<file path="src/rtl/pfg_pkg.sv">
package pfg_pkg;
   typedef enum logic [1:0] {
      ACC_SEQ_LD    = 2'b00,
      ACC_WC_LD     = 2'b01,
      ACC_STORE     = 2'b10,
      ACC_UNTRACKED = 2'b11
   } acc_kind_e;

   localparam int unsigned TRACK_N = 2;   // tracked classes: seq loads, stores
endpackage

</file>
<file path="src/rtl/pfg_track_cnt.sv">
module pfg_track_cnt #(
   parameter int unsigned CNT_W = 6
) (
   input  logic clk,
   input  logic rst_n,
   input  logic inc_i,
   input  logic cpl_i,
   output logic zero_o,
   output logic zero_nxt_o,
   output logic err_o
);
   localparam logic [CNT_W-1:0] CMAX = {CNT_W{1'b1}};

   if (CNT_W < 2 || CNT_W > 16) begin : g_bad_width
      $error("pfg_track_cnt: CNT_W must lie in 2..16");
   end

   logic [CNT_W-1:0] cnt_q, cnt_nxt;
   logic             dec, stray;
   logic             err_q;

   assign dec   = cpl_i && (cnt_q != '0);
   assign stray = cpl_i && (cnt_q == '0);

   always_comb begin
      cnt_nxt = cnt_q;
      if (inc_i && !dec) begin
         cnt_nxt = (cnt_q == CMAX) ? cnt_q : cnt_q + 1'b1;
      end else if (!inc_i && dec) begin
         cnt_nxt = cnt_q - 1'b1;
      end
   end

   always_ff @(posedge clk or negedge rst_n) begin
      if (!rst_n) begin
         cnt_q <= '0;
         err_q <= 1'b0;
      end else begin
         cnt_q <= cnt_nxt;
         err_q <= err_q | stray;
      end
   end

   assign zero_o     = (cnt_q == '0);
   assign zero_nxt_o = (cnt_nxt == '0);
   assign err_o      = err_q;

   AST_SAT_HOLD: assert property (@(posedge clk) disable iff (!rst_n)
      (cnt_q == CMAX && inc_i && !cpl_i) |=> (cnt_q == CMAX));
   AST_PAIR_KEEP: assert property (@(posedge clk) disable iff (!rst_n)
      (inc_i && cpl_i && cnt_q != '0) |=> $stable(cnt_q));
   AST_ERR_STICKY: assert property (@(posedge clk) disable iff (!rst_n)
      err_q |=> err_q);
   AST_STRAY_NO_WRAP: assert property (@(posedge clk) disable iff (!rst_n)
      (stray && !inc_i) |=> (cnt_q == '0));
endmodule

</file>
<file path="src/rtl/pfg_fence_seq.sv">
module pfg_fence_seq (
   input  logic clk,
   input  logic rst_n,
   input  logic fence_req_i,
   input  logic drained_now_i,
   input  logic drained_nxt_i,
   output logic pending_o,
   output logic done_o
);
   logic pend_q, pend_nxt;
   logic done_q, done_nxt;

   always_comb begin
      pend_nxt = pend_q;
      done_nxt = 1'b0;
      if (pend_q) begin
         // later requests merge into the open fence
         if (drained_now_i) begin
            pend_nxt = 1'b0;
            done_nxt = 1'b1;
         end
      end else if (fence_req_i) begin
         if (drained_nxt_i) begin
            done_nxt = 1'b1;
         end else begin
            pend_nxt = 1'b1;
         end
      end
   end

   always_ff @(posedge clk or negedge rst_n) begin
      if (!rst_n) begin
         pend_q <= 1'b0;
         done_q <= 1'b0;
      end else begin
         pend_q <= pend_nxt;
         done_q <= done_nxt;
      end
   end

   assign pending_o = pend_q;
   assign done_o    = done_q;

   AST_HOLD_UNTIL_DRAIN: assert property (@(posedge clk) disable iff (!rst_n)
      (pend_q && !drained_now_i) |=> !done_q);
   AST_MERGE_ONE_PULSE: assert property (@(posedge clk) disable iff (!rst_n)
      (pend_q && drained_now_i) |=> (done_q && !pend_q));
endmodule

</file>
<file path="src/rtl/plat_fence_gate.sv">
module plat_fence_gate #(
   parameter int unsigned CNT_W = 6
) (
   input  logic       clk,
   input  logic       rst_n,
   input  logic       req_valid_i,
   input  logic [1:0] req_kind_i,
   input  logic       plat_ready_i,
   input  logic       ld_ret_i,
   input  logic       st_acc_i,
   input  logic       fence_req_i,
   output logic       issue_ready_o,
   output logic       fence_done_o,
   output logic       err_o
);
   import pfg_pkg::*;

   localparam int unsigned NT = TRACK_N;

   logic          pending;
   logic          issue;
   logic [NT-1:0] inc_v, cpl_v, zero_v, zero_nxt_v, err_v;

   assign issue_ready_o = plat_ready_i && !pending;
   assign issue         = req_valid_i && issue_ready_o;

   for (genvar gi = 0; gi < NT; gi++) begin : g_trk
      localparam acc_kind_e KIND = (gi == 0) ? ACC_SEQ_LD : ACC_STORE;
      assign inc_v[gi] = issue && (req_kind_i == KIND);
      assign cpl_v[gi] = (gi == 0) ? ld_ret_i : st_acc_i;

      pfg_track_cnt #(.CNT_W(CNT_W)) u_cnt (
         .clk        (clk),
         .rst_n      (rst_n),
         .inc_i      (inc_v[gi]),
         .cpl_i      (cpl_v[gi]),
         .zero_o     (zero_v[gi]),
         .zero_nxt_o (zero_nxt_v[gi]),
         .err_o      (err_v[gi])
      );
   end

   pfg_fence_seq u_seq (
      .clk           (clk),
      .rst_n         (rst_n),
      .fence_req_i   (fence_req_i),
      .drained_now_i (&zero_v),
      .drained_nxt_i (&zero_nxt_v),
      .pending_o     (pending),
      .done_o        (fence_done_o)
   );

   assign err_o = |err_v;

   AST_GATE_SHUT: assert property (@(posedge clk) disable iff (!rst_n)
      pending |-> !issue_ready_o);
   AST_DONE_OPENS: assert property (@(posedge clk) disable iff (!rst_n)
      fence_done_o |-> !pending);
   AST_FAST_NOBLOCK: assert property (@(posedge clk) disable iff (!rst_n)
      (!pending && fence_req_i && (&zero_nxt_v)) |=> (!pending && fence_done_o));
   AST_EXEMPT_KINDS: assert property (@(posedge clk) disable iff (!rst_n)
      (req_kind_i[0] && !ld_ret_i && !st_acc_i) |=> $stable(zero_v));
endmodule

</file>
<file path="config.mk">
export PLATFORM = sky130hd
export DESIGN_NAME = plat_fence_gate
export DESIGN_NICKNAME = d
export VERILOG_FILES = /design/src/rtl/pfg_pkg.sv /design/src/rtl/pfg_track_cnt.sv /design/src/rtl/pfg_fence_seq.sv /design/src/rtl/plat_fence_gate.sv
export SDC_FILE = /design/constraint.sdc
export NUM_CORES = 1
export LEC_CHECK = 0
export BUFFER_PORTS_ARGS = -buffer_cell sky130_fd_sc_hd__buf_2
export CAP_MARGIN = 20
export CORE_ASPECT_RATIO = 0.7
export CORE_UTILIZATION = 40
export DETAILED_ROUTE_END_ITERATION = 7
export GPL_ROUTABILITY_DRIVEN = 0
export MAX_ROUTING_LAYER = met4
export SYNTH_ARGS = -nofsm -noshare
export SYNTH_HDL_FRONTEND = slang
export SYNTH_SLANG_ARGS = --single-unit
</file>
<file path="constraint.sdc">
create_clock -name clk -period 6.1 [get_ports clk]
set_input_delay 1.22 -clock clk [delete_from_list [all_inputs] [get_ports clk]]
set_output_delay 1.22 -clock clk [all_outputs]
set_load 0.01 [all_outputs]
</file>
==> results_dict.tcl <==
set metrics [dict create \
    antenna_found_initial 0 \
    grt_pass1_vias 1151 \
    drv_slew 0 \
    yosysTopAreaCellShare_pct 30.1 \
    setup_violations 0 \
    tightest_slew_ns 0.619 \
    cts.sinks 16 \
    cts_root_buf "clkbuf_8" \
    route.detailed.drc 0 \
    drt_iter0_drc 74 \
    crit_buf_inv 1 \
    crit_required_ns 6.29 \
    tns_ns 0 \
    yosys_warnings 0 \
    yosysMostFrequentCell "dfrtp_1" \
    cp.depth 8 \
    area_delta_synth_final_pct 9.13 \
    num_rows 17 \
    initial_core_util_pct 42.2 \
    synth_seq_area_share_pct 30.1 \
    rsz0062_at_grt "no" \
    synth.area.top_cells "dfrtp_1 (30%), ha_1 (4.7%), mux2i_1 (3.8%), nor2_1 (3.4%), or4_1 (3.4%)" \
    vdd_drop_max_v 0.000253 \
    num_vias 1279 \
    die_height_um 50.2 \
    syn-num-nets 164 \
    synth_enable_flop_cells 0 \
    fp.dieArea_um2 3560 \
    critical-path-top-delay-family "simple AND/OR/NAND/NOR gates" \
    dr.pass1.iters 4 \
    slew_headroom_pct 57.6 \
    cts_setup_buffers 0 \
    drive_gt1_share_pct 17.9 \
    cp-start-kind "input pin" \
    ys_ff_latch 16 \
    cts_buffers 3 \
    fp.dieW_um 70.9 \
    syn_area_um2 1330 \
    synthCells 150 \
    skew_ns 0.000996 \
    cts_max_path_buffers 2 \
    postSynthAreaPerCell_um2 8.86 \
    pre_cts_ws_ns 2.54 \
    ys_types 55 \
    place.port_buffers 11 \
    hold_path_class "register to register" \
    nets 171 \
    yosys.area.top_type "dfrtp_1" \
    ctsHoldBuffers 0 \
    yosys-top-cells-count "dfrtp_1 (16), nor2_1 (12), clkbuf_1 (7), inv_1 (7), or4_1 (6)" \
    clk_pin_slew_ns 0.06 \
    finalCritPeriodShare_pct 54.1 \
    grt_first_pass_wirelength_um 5800 \
    cp_cell_sequence "buf_2 -> and4bb_4 -> nand2_4 -> o41a_1 -> a211o_1 -> or4_1 -> nor4_2 -> a32o_2" \
    grt_max_degree 17 \
    drtAntennaViolNets 0 \
    htree_levels 1 \
    cp.arrival_ns 3.49 \
    critPathMaxStageDelay_ns 0.49 \
    end_kind "register" \
    path_class "input pin to register" \
    cts_tree "done" \
    maxCapViolCount 0 \
    setup_slack_ns 2.80 \
    ff2ff_path_depth 8 \
    cts_resized 0 \
    min_period_ns 3.30 \
    final-hold-violation-count 0 \
    dp_hpwl_um 2660 \
    fmax_mhz 303 \
    leakage_nw 0.599 \
    cellPowerDensity_nw_per_um2 430 \
    drt-total-wl_um 3410 \
    antenna_cells 0 \
    power_w 0.000623 \
    outcome "finished, final reports clean" \
    design.core.area_um2 3150 \
    grt_overflow_total 0 \
    synthFlopType "dfrtp_1" \
    track_usage_pct 21.7 \
    hold_depth 1 \
    wl_per_cell_um 17.6 \
    worstSkewPairLatency_ns 0.25 \
    io_pins 12 \
    vias_per_cell 6.59 \
    worstPathMaxFanout 6 \
    ys_async_sr_fraction_pct 100 \
    cp_slowest_cell "or4_1" \
]
cells in the final DEF, fill, tap and decap left out, drive strengths merged, types with 2 or more instances in the layout:
cell type / count
buf: 11
o211ai: 2
nor3: 5
nor4b: 2
nor2: 12
o21ai: 4
dfrtp: 16
nand4b: 3
nor3b: 2
nor2b: 2
nand2: 4
a21o: 3
clkbuf: 4
a21oi: 4
o22ai: 2
a32o: 3
o31ai: 2
or2: 4
xnor2: 3
and2: 3
nand4: 2
a311oi: 2
nand2b: 3
nand3: 5
and3: 3
or4: 6
or3: 3
mux2i: 5
o311ai: 2
ha: 5
o221ai: 2
inv: 7
nor4: 3
cell families after synthesis:
family	Yosys count	share of synthesized area (%)
AND/OR/NAND/NOR	66	31.2
flip-flops	16	30.1
XOR/XNOR	3	1.98
adder cells (fa/ha/maj)	5	4.71
AO/OA/AOI/OAI	38	22.7
buffers and inverters	16	4.71
multiplexers	6	4.61
flip-flops by register name (all words and copies together), names as in the netlist:
register and count:
g_trk.u_cnt.cnt_q 12, g_trk.u_cnt.err_o 2, u_seq.done_o 1, u_seq.pending_o 1
per-layer routing:
metal / part of all wire, % / vias up / track usage, %
li1: - / 591 / -
met1: 50 / 627 / 32.0
met2: 42 / 57 / 30.6
met3: 7.6 / 4 / 5.02
met4: 0.62 / 0 / 3.00
met5: 0 / - / -
cell type report:
class,count,area (µm²)
Tap cell,38,47.5
Sequential cell,16,400
Inverter,7,26.3
Fill cell,325,1700
Clock buffer,4,55.1
Timing Repair Buffer,11,55.1
Multi-Input combinational cell,118,866
metrics by stage:
stage / utilization [%] / cell area (µm²) / std cells / hold slack [ns]
final: 46.1 / 1450 / 194 / 0.456
after global routing: 46.1 / 1450 / 194 / 0.471
after CTS: 46.1 / 1450 / 194 / 0.461
after detailed placement: 44.3 / 1400 / 190 / 0.446
after global placement: 44.3 / 1400 / 190 / 0.436
after floorplan: - / 1330 / 150 / 0.420
worst paths after layout:
| path | from | end | slack [ns] |
|---|---|---|---|
| hold reg to reg | g_trk[0].u_cnt.err_o | g_trk[0].u_cnt.err_o | 0.46 |
| setup reg to reg | g_trk[0].u_cnt.cnt_q[0] | u_seq.done_o | 3.22 |
| hold / removal | g_trk[0].u_cnt.err_o | g_trk[0].u_cnt.err_o | 0.46 |
| max in group asynchronous | rst_n | g_trk[0].u_cnt.cnt_q[1] | 4.97 |
| min in group asynchronous | rst_n | g_trk[1].u_cnt.cnt_q[4] | 0.87 |
| setup / recovery | req_kind_i[0] | u_seq.done_o | 2.80 |
power by group:
group / internal (W) / total, W / switching (W)
Clock: 0.0000573 / 0.0000952 / 0.0000379
Combinational: 0.000128 / 0.000283 / 0.000154
Sequential: 0.000154 / 0.000245 / 0.0000912
Total: 0.000339 / 0.000623 / 0.000283
(Power assumes the default switching activity.)
